$ cat config.mk
export PLATFORM = sky130hd
export DESIGN_NAME = swc_txrx_cond
export DESIGN_NICKNAME = d
export VERILOG_FILES = /design/src/rtl/swc_cond_pkg.sv /design/src/rtl/swc_sync.sv /design/src/rtl/swc_tx_guard.sv /design/src/rtl/swc_rx_filter.sv /design/src/rtl/swc_rx_blank.sv /design/src/rtl/swc_txrx_cond.sv
export SDC_FILE = /design/constraint.sdc
export NUM_CORES = 1
export LEC_CHECK = 0
export BUFFER_PORTS_ARGS = -buffer_cell sky130_fd_sc_hd__buf_2
export CAP_MARGIN = 0
export CELL_PAD_IN_SITES_DETAIL_PLACEMENT = 2
export CELL_PAD_IN_SITES_GLOBAL_PLACEMENT = 2
export CORE_UTILIZATION = 39
export DETAILED_ROUTE_END_ITERATION = 12
export GPL_TIMING_DRIVEN = 1
export PLACE_DENSITY_LB_ADDON = 0.15
export SLEW_MARGIN = 20
export SYNTH_ARGS = -nofsm -noshare
export SYNTH_HDL_FRONTEND = slang
export SYNTH_SLANG_ARGS = --single-unit
$ cat constraint.sdc
create_clock -name clk -period 2.17 [get_ports clk]
set_input_delay 0.3255 -clock clk [delete_from_list [all_inputs] [get_ports clk]]
set_output_delay 0.3255 -clock clk [all_outputs]
set_load 0.02 [all_outputs]
$ cat src/rtl/swc_cond_pkg.sv
package swc_cond_pkg;

   typedef enum logic [1:0] {
      SWC_SLEEP  = 2'b00,
      SWC_FAST   = 2'b01,
      SWC_WAKEHV = 2'b10,
      SWC_NORMAL = 2'b11
   } swc_mode_e;

   // Width of a counter that must hold values 0..limit inclusive.
   function automatic int unsigned cnt_width(input int unsigned limit);
      int unsigned w;
      w = 1;
      while ((1 << w) <= limit) w++;
      return w;
   endfunction

endpackage

$ cat src/rtl/swc_sync.sv
module swc_sync #(
   parameter int unsigned STAGES  = 2,
   parameter logic        RST_VAL = 1'b0
) (
   input  logic clk,
   input  logic rst_n,
   input  logic d_i,
   output logic q_o
);

   logic [STAGES-1:0] chain_q;

   generate
      if (STAGES < 2) begin : g_bad_stages
         $error("swc_sync: STAGES must be at least 2");
      end
      for (genvar s = 0; s < STAGES; s++) begin : g_stage
         always_ff @(posedge clk or negedge rst_n) begin
            if (!rst_n) chain_q[s] <= RST_VAL;
            else if (s == 0) chain_q[s] <= d_i;
            else chain_q[s] <= chain_q[(s == 0) ? 0 : s-1];
         end
      end
   endgenerate

   assign q_o = chain_q[STAGES-1];

endmodule

$ cat src/rtl/swc_tx_guard.sv
module swc_tx_guard #(
   parameter int unsigned TO_TICKS = 24,
   localparam int unsigned CW = swc_cond_pkg::cnt_width(TO_TICKS)
) (
   input  logic          clk,
   input  logic          rst_n,
   input  logic          tick_i,
   input  logic          txd_s_i,
   input  logic          sleep_i,
   output logic          drv_dom_o,
   output logic [CW-1:0] dom_cnt_o
);

   localparam logic [CW-1:0] LAST = CW'(TO_TICKS - 1);
   localparam logic [CW-1:0] SAT  = CW'(TO_TICKS);

   logic [CW-1:0] cnt_q;
   logic          cut_q;

   always_ff @(posedge clk or negedge rst_n) begin
      if (!rst_n) begin
         cnt_q <= '0;
         cut_q <= 1'b0;
      end else if (txd_s_i) begin
         // Recessive request: clear both the count and any cut-off.
         cnt_q <= '0;
         cut_q <= 1'b0;
      end else if (tick_i && !cut_q) begin
         if (cnt_q == LAST) cut_q <= 1'b1;
         if (cnt_q != SAT) cnt_q <= cnt_q + 1'b1;
      end
   end

   assign drv_dom_o = !txd_s_i && !cut_q && !sleep_i;
   assign dom_cnt_o = cnt_q;

endmodule

$ cat src/rtl/swc_rx_filter.sv
module swc_rx_filter #(
   parameter int unsigned FILT_TICKS = 4
) (
   input  logic clk,
   input  logic rst_n,
   input  logic tick_i,
   input  logic dom_s_i,
   output logic dom_f_o
);

   generate
      if (FILT_TICKS == 0) begin : g_pass
         assign dom_f_o = dom_s_i;
      end else begin : g_filt
         localparam int unsigned FW = swc_cond_pkg::cnt_width(FILT_TICKS);
         localparam logic [FW-1:0] LAST = FW'(FILT_TICKS - 1);
         logic [FW-1:0] run_q;
         logic          state_q;

         always_ff @(posedge clk or negedge rst_n) begin
            if (!rst_n) begin
               run_q   <= '0;
               state_q <= 1'b0;
            end else if (dom_s_i == state_q) begin
               run_q <= '0;
            end else if (tick_i) begin
               if (run_q == LAST) begin
                  state_q <= dom_s_i;
                  run_q   <= '0;
               end else begin
                  run_q <= run_q + 1'b1;
               end
            end
         end

         assign dom_f_o = state_q;
      end
   endgenerate

endmodule

$ cat src/rtl/swc_rx_blank.sv
module swc_rx_blank #(
   parameter int unsigned BLANK_TICKS = 6
) (
   input  logic clk,
   input  logic rst_n,
   input  logic tick_i,
   input  logic rise_i,
   output logic blank_o
);

   generate
      if (BLANK_TICKS == 0) begin : g_none
         assign blank_o = 1'b0;
      end else begin : g_win
         localparam int unsigned BW = swc_cond_pkg::cnt_width(BLANK_TICKS);
         localparam logic [BW-1:0] LOAD = BW'(BLANK_TICKS);
         logic [BW-1:0] left_q;

         always_ff @(posedge clk or negedge rst_n) begin
            if (!rst_n) left_q <= '0;
            else if (rise_i) left_q <= LOAD;
            else if (tick_i && left_q != '0) left_q <= left_q - 1'b1;
         end

         // The rising cycle itself is covered before the load lands.
         assign blank_o = rise_i || (left_q != '0);
      end
   endgenerate

endmodule

$ cat src/rtl/swc_txrx_cond.sv
module swc_txrx_cond #(
   parameter int unsigned SYNC_STAGES = 2,
   parameter int unsigned TO_TICKS    = 24,
   parameter int unsigned BLANK_TICKS = 6,
   parameter int unsigned FILT_TICKS  = 4
) (
   input  logic       clk,
   input  logic       rst_n,
   input  logic       tick_i,
   input  logic [1:0] mode_i,
   input  logic       txd_i,
   input  logic       cmp_dom_i,
   output logic       drv_dom_o,
   output logic       rxd_o
);

   import swc_cond_pkg::*;

   localparam int unsigned CW = cnt_width(TO_TICKS);

   generate
      if (TO_TICKS < 1) begin : g_bad_to
         $error("swc_txrx_cond: TO_TICKS must be at least 1");
      end
   endgenerate

   logic          txd_s;
   logic          txd_q;
   logic          txd_rise;
   logic          cmp_s;
   logic          dom_f;
   logic          blank;
   logic          sleep;
   logic [CW-1:0] guard_cnt;

   assign sleep = (swc_mode_e'(mode_i) == SWC_SLEEP);

   swc_sync #(.STAGES(SYNC_STAGES), .RST_VAL(1'b1)) u_sync_tx (
      .clk(clk), .rst_n(rst_n), .d_i(txd_i), .q_o(txd_s)
   );

   swc_sync #(.STAGES(SYNC_STAGES), .RST_VAL(1'b0)) u_sync_rx (
      .clk(clk), .rst_n(rst_n), .d_i(cmp_dom_i), .q_o(cmp_s)
   );

   always_ff @(posedge clk or negedge rst_n) begin
      if (!rst_n) txd_q <= 1'b1;
      else txd_q <= txd_s;
   end

   assign txd_rise = txd_s && !txd_q;

   swc_tx_guard #(.TO_TICKS(TO_TICKS)) u_guard (
      .clk(clk), .rst_n(rst_n), .tick_i(tick_i), .txd_s_i(txd_s),
      .sleep_i(sleep), .drv_dom_o(drv_dom_o), .dom_cnt_o(guard_cnt)
   );

   swc_rx_filter #(.FILT_TICKS(FILT_TICKS)) u_filt (
      .clk(clk), .rst_n(rst_n), .tick_i(tick_i), .dom_s_i(cmp_s), .dom_f_o(dom_f)
   );

   swc_rx_blank #(.BLANK_TICKS(BLANK_TICKS)) u_blank (
      .clk(clk), .rst_n(rst_n), .tick_i(tick_i), .rise_i(txd_rise), .blank_o(blank)
   );

   assign rxd_o = !(dom_f && !blank && !sleep);

endmodule

# Word-level counts from Yosys, hierarchy flattened
# Cells that the tools add are included.
[classes] bitwise=1 n_lt_le_gt_ge=0 addsub=3 multipliers=0 n_eq_ne=4 muxes=11 shift=0 div=0 reduce_logical=24
[ops] operator="3-bit two-way mux" count=5
[ops] operator="5-bit two-way mux" count=3
[ops] operator="2-bit nonzero test" count=5
[ops] operator="1-bit logical AND" count=7
[ops] operator="1-bit zero test" count=6
[ops] operator="5-bit by 1-bit adder with 5-bit output (second input constant)" count=1
[ops] operator="5-bit == test (second input constant)" count=1
[ops] operator="5-bit != test (second input constant)" count=1
[ops] operator="2-bit AND reduction" count=2
[ops] operator="3-bit by 1-bit adder with 3-bit output (second input constant)" count=1
[ops] operator="3-bit by 2-bit == test with 1-bit output (second input constant)" count=1
[ops] operator="1-bit two-way mux" count=3
[ops] operator="3-bit AND reduction" count=1
[ops] operator="3-bit nonzero test" count=1
[ops] operator="3-bit by 1-bit subtractor with 3-bit output (second input constant)" count=1
[ops] operator="2-bit zero test" count=1
[ops] operator="1-bit == test" count=1
[ops] operator="1-bit logical OR" count=1
[ops] operator="1-bit NOT" count=1
[totals] rom_bits=0 memories=0 latchBits=0 ram_bits=0 wordCells=53 reg_bits=18 inputBits=7 output_inout_bits=2

# Depth between registers and ports, before layout
[depth] ltp_word=7 depth_mapped=5 mapped_depth_nobuf=5

# Modules after synthesis
# From an unflattened synthesis, not the netlist that was laid out.
[hier_totals] hier_cells=80 area_unflattened_um2=893.4
[by_module_without_submodules] mod="swc_tx_guard" instances=1 area_per_inst_um2=352.8 seq_area_each_um2=150.1 cells_each=36
[by_module_without_submodules] mod="swc_rx_filter" instances=1 area_per_inst_um2=200.2 seq_area_each_um2=100.1 cells_each=18
[by_module_without_submodules] mod="swc_rx_blank" instances=1 area_per_inst_um2=192.7 seq_area_each_um2=75.1 cells_each=18
[by_module_without_submodules] mod="swc_sync (u_sync_tx)" instances=1 area_per_inst_um2=52.6 seq_area_each_um2=52.6 cells_each=2
[by_module_without_submodules] mod="swc_sync (u_sync_rx)" instances=1 area_per_inst_um2=50.0 seq_area_each_um2=50.0 cells_each=2
[by_module_without_submodules] mod="swc_txrx_cond" instances=1 area_per_inst_um2=45.0 seq_area_each_um2=26.3 cells_each=4

# Worst setup path before layout
# OpenSTA, ideal clock, no wires.
[synth_path] path_kind="reg2out" from="reg u_sync_tx.chain_q[1] (netlist: u_sync_tx.q_o)" to="out drv_dom_o" path_slack_ns=0.792 path_buffers=1 arrival_ns=1.052 path_stages_with_launch=3 t_required_ns=1.845 cell_sequence="dfstp_2 clkbuf_1 nor3_1"
[synth_via] elab_chain_cells=3
[synth_lines] item="start: declaration" line="swc_sync.sv:11" rtl="logic [STAGES-1:0] chain_q;"
[synth_lines] item="start signal: indexed assignment" line="swc_sync.sv:20" rtl="else if (s == 0) chain_q[s] <= d_i;"
[synth_lines] item="start signal: indexed assignment" line="swc_sync.sv:21" rtl="else chain_q[s] <= chain_q[(s == 0) ? 0 : s-1];"
[synth_lines] item="1-bit zero test" line="swc_tx_guard.sv:34" rtl="assign drv_dom_o = !txd_s_i && !cut_q && !sleep_i;"
[synth_lines] item="1-bit logical AND (2 in a row)" line="swc_tx_guard.sv:34"
[synth_lines] item="end: declaration" line="swc_txrx_cond.sv:13" rtl="output logic drv_dom_o,"
# No other way between the ends.

# Final worst setup path
[layout_path] from="reg u_sync_tx.chain_q[1] (netlist: u_sync_tx.q_o)" to="out rxd_o"
[layout_via] elab_chain_cells=6
[layout_lines] item="1-bit logical AND" line="swc_txrx_cond.sv:51" rtl="assign txd_rise = txd_s && !txd_q;"
[layout_lines] item="1-bit logical OR" line="swc_rx_blank.sv:26" rtl="assign blank_o = rise_i || (left_q != '0);"
[layout_lines] item="1-bit zero test" line="swc_txrx_cond.sv:66" rtl="assign rxd_o = !(dom_f && !blank && !sleep);"
[layout_lines] item="1-bit logical AND (2 in a row)" line="swc_txrx_cond.sv:66"
[layout_lines] item="1-bit zero test" line="swc_txrx_cond.sv:66"
[layout_lines] item="end: declaration" line="swc_txrx_cond.sv:14" rtl="output logic rxd_o"
# No other way between the ends.

==> impl_metrics.ini <==
[setup_path]
worstPathMaxFanout = 13
startpoint_type = flip-flop
ff2ff_setup_slack_ns = 0.76
arrival_ns = 1.52
r2r_end = u_blank.g_win.left_q[0]$_DFFE_PN0P_
reg2reg_depth = 5
required_ns = 1.84
cp-end-kind = output port
reg2reg_from = u_blank.g_win.left_q[0]$_DFFE_PN0P_
path_class = reg -> out

[yosys]
async_reset_ff_share_pct = 100
synth_edf_count = 0
syn_nets = 93
netlist_top_cells_area = dfrtp_1 (44%), dfstp_2 (9.2%), ha_1 (7.3%)
synthTopCellsByCount = dfrtp_1 (15), nor2_1 (8), a21oi_1 (7)
ys_types = 27
synth.largest_area_cell = dfrtp_1
synth_warnings = 0
synth.most_common_cell = dfrtp_1
synthFlopType = dfrtp_1
synth.ff_latch_count = 18
synth_cells = 81
yosysSeqAreaShare_pct = 53.0
post_synth.cell_area_avg_um2 = 10.6
synth_top_area_share_pct = 43.8
syn_area_um2 = 857

[drt]
dr.pass1.iters = 3
drc = 0
drt-total-wl_um = 1820
vias = 622
dr.first_iter.drc_count = 2
post_drt_wl_per_cell_um = 15.2
ant_nets = 0
post_drt_via_cell_ratio = 5.18

[flow_run]
max_cap_violations = 0

[global_routing]
grt_remaining_overflow = 0
grt_usage_pct = 17.7
first_global_vias = 697
grt_antenna_before_repair = 0
grt_pass1_wl_um = 3210
grt_max_degree = 19

[pwr]
ir_worst_vdd_mv = 0.416
totalPowerFinal_w = 0.000791
leakage_nw = 0.430
power.density_nw_per_um2 = 812

[sta]
period_needed_ns = 1.84
post-route-period-util_pct = 84.9
max_freq_ghz = 0.543
max_slew_margin_pct = 72.7
tightest_slew_ns = 0.410
slew_viol_final = 0
tns_ns = 0
setup_violations = 0
worst_slack_ns = 0.327
finalHoldViolations = 0
fin_skew_ns = 0.00943
rsz0062_at_grt = no
holdWs_ns = 0.125

[hold_path]
hold_depth = 1
holdCritPathClass = in -> reg
hold-path-endpoint = u_sync_tx.chain_q[0]$_DFF_PN1_
worstHoldStart = txd_i

[die]
ios = 9
core.rowCount = 16
core_area_um2 = 2020
die_area_um2 = 2390
die_height_um = 48.9
start_util_pct = 42.4
fp.dieW_um = 48.9

[placement]
gp_congestion = 0.713
portBuffers = 8
hpwl_um = 1300
place_inst = 115
dpl_worst_slack_ns = 0.626

[cells_and_area]
antenna_cells = 0
fillers = 216
syn2layout_area_growth_pct = 13.6
final_nets = 106
fin_cells = 120
drive_above_1_share_pct = 21.5

[clocking]
cts_buffers = 3
cts_tree = built
htree_levels = 1
cts_buffer_depth = 2
worstSkewPairLatency_ns = 0.30
cts_sinks = 18
cts_root_buffer = clkbuf_4
clkSlewWorstSetupHoldPaths_ns = 0.10

[status]
status = finished, final reports clean
## kinds of logic after synthesis
logic type / synth area share (%)
AO/OA/AOI/OAI: 11.4
multiplexers: 4.23
AND/OR/NAND/NOR: 20.0
XOR/XNOR: 1.02
buffers and inverters: 3.07
adder cells (fa/ha/maj): 7.30
flip-flops: 53.0
## worst max-delay path, stage by stage (launching register included)
cell     delay, ns
dfstp_2       0.66
nor2b_1       0.27
nor2_1        0.06
nand3_1       0.07
buf_2         0.16
## report_power, final
part,internal (W),switching (W)
clock network,0.000102,0.000109
registers,0.000384,0.0000404
logic,0.0000720,0.0000834
total,0.000558,0.000232
## sequential cells by signal, summed over array words and instances (netlist names)
signal                flops
u_filt.g_filt.run_q       3
u_guard.dom_cnt_o         5
u_blank.g_win.left_q      3
u_sync_rx.q_o             1
txd_q                     1
u_sync_tx.chain_q         1
u_guard.cut_q             1
u_sync_rx.chain_q         1
u_sync_tx.q_o             1
u_filt.dom_f_o            1
## routing by layer
metal / vias to the layer above / routed length (um) / track usage [%]
met1: 312 / 805 / 20.7
met5: - / 0 / 0
li1: 303 / - / -
met4: 0 / 0 / 5.88
met2: 7 / 981 / 32.6
met3: 0 / 32 / 2.80
## through the flow
step | instance area (um2) | util [%]
floorplan | 857 | -
global placement | 927 | 45.9
detailed placement | 927 | 45.9
CTS | 973 | 48.1
global route | 973 | 48.1
finish | 973 | 48.1
## final cells by class
cell class | count | area [um2] | share of cell area, %
inverters | 6 | 22.5 | 2.31
well taps | 27 | 33.8 | 3.47
repair buffers | 9 | 50.0 | 5.14
flip-flops and latches | 18 | 454 | 46.7
multi-input cells | 56 | 377 | 38.7
clock buffers | 4 | 36.3 | 3.73
## timing repair
action                    in CTS  in global routing
buffers inserted               0                  0
hold buffers                   1                  0
hold endpoints to repair      15                  0
gates resized for setup        0                  0
## cell usage in the layout, fill, tap and decap left out, types with 2 or more instances in the layout
cell,instances
clkbuf_4,3
dfstp_2,3
inv_1,5
nand2b_1,4
nand3b_1,2
nand3_1,4
a21oi_1,7
nor2b_1,2
nor2_1,8
or3_1,3
dfrtp_1,15
o21ai_0,4
ha_1,5
buf_2,8
nand2_1,5
## how the worst max path moves through the flow
stage | startpoint | end | slack (ns) | cells past startpoint
final | u_sync_tx.q_o$_DFF_PN1_ | rxd_o | 0.33 | 4
after detailed placement | u_sync_tx.q_o$_DFF_PN1_ | rxd_o | 0.63 | 4
after CTS | u_sync_tx.q_o$_DFF_PN1_ | rxd_o | 0.29 | 4
after global placement | u_sync_tx.q_o$_DFF_PN1_ | rxd_o | 0.69 | 4
after floorplan | u_sync_tx.q_o$_DFF_PN1_ | drv_dom_o | 0.79 | 2
after global routing | u_blank.g_win.left_q[0]$_DFFE_PN0P_ | rxd_o | 0.16 | 5
No activity file was read; power rests on OpenSTA's default activity.
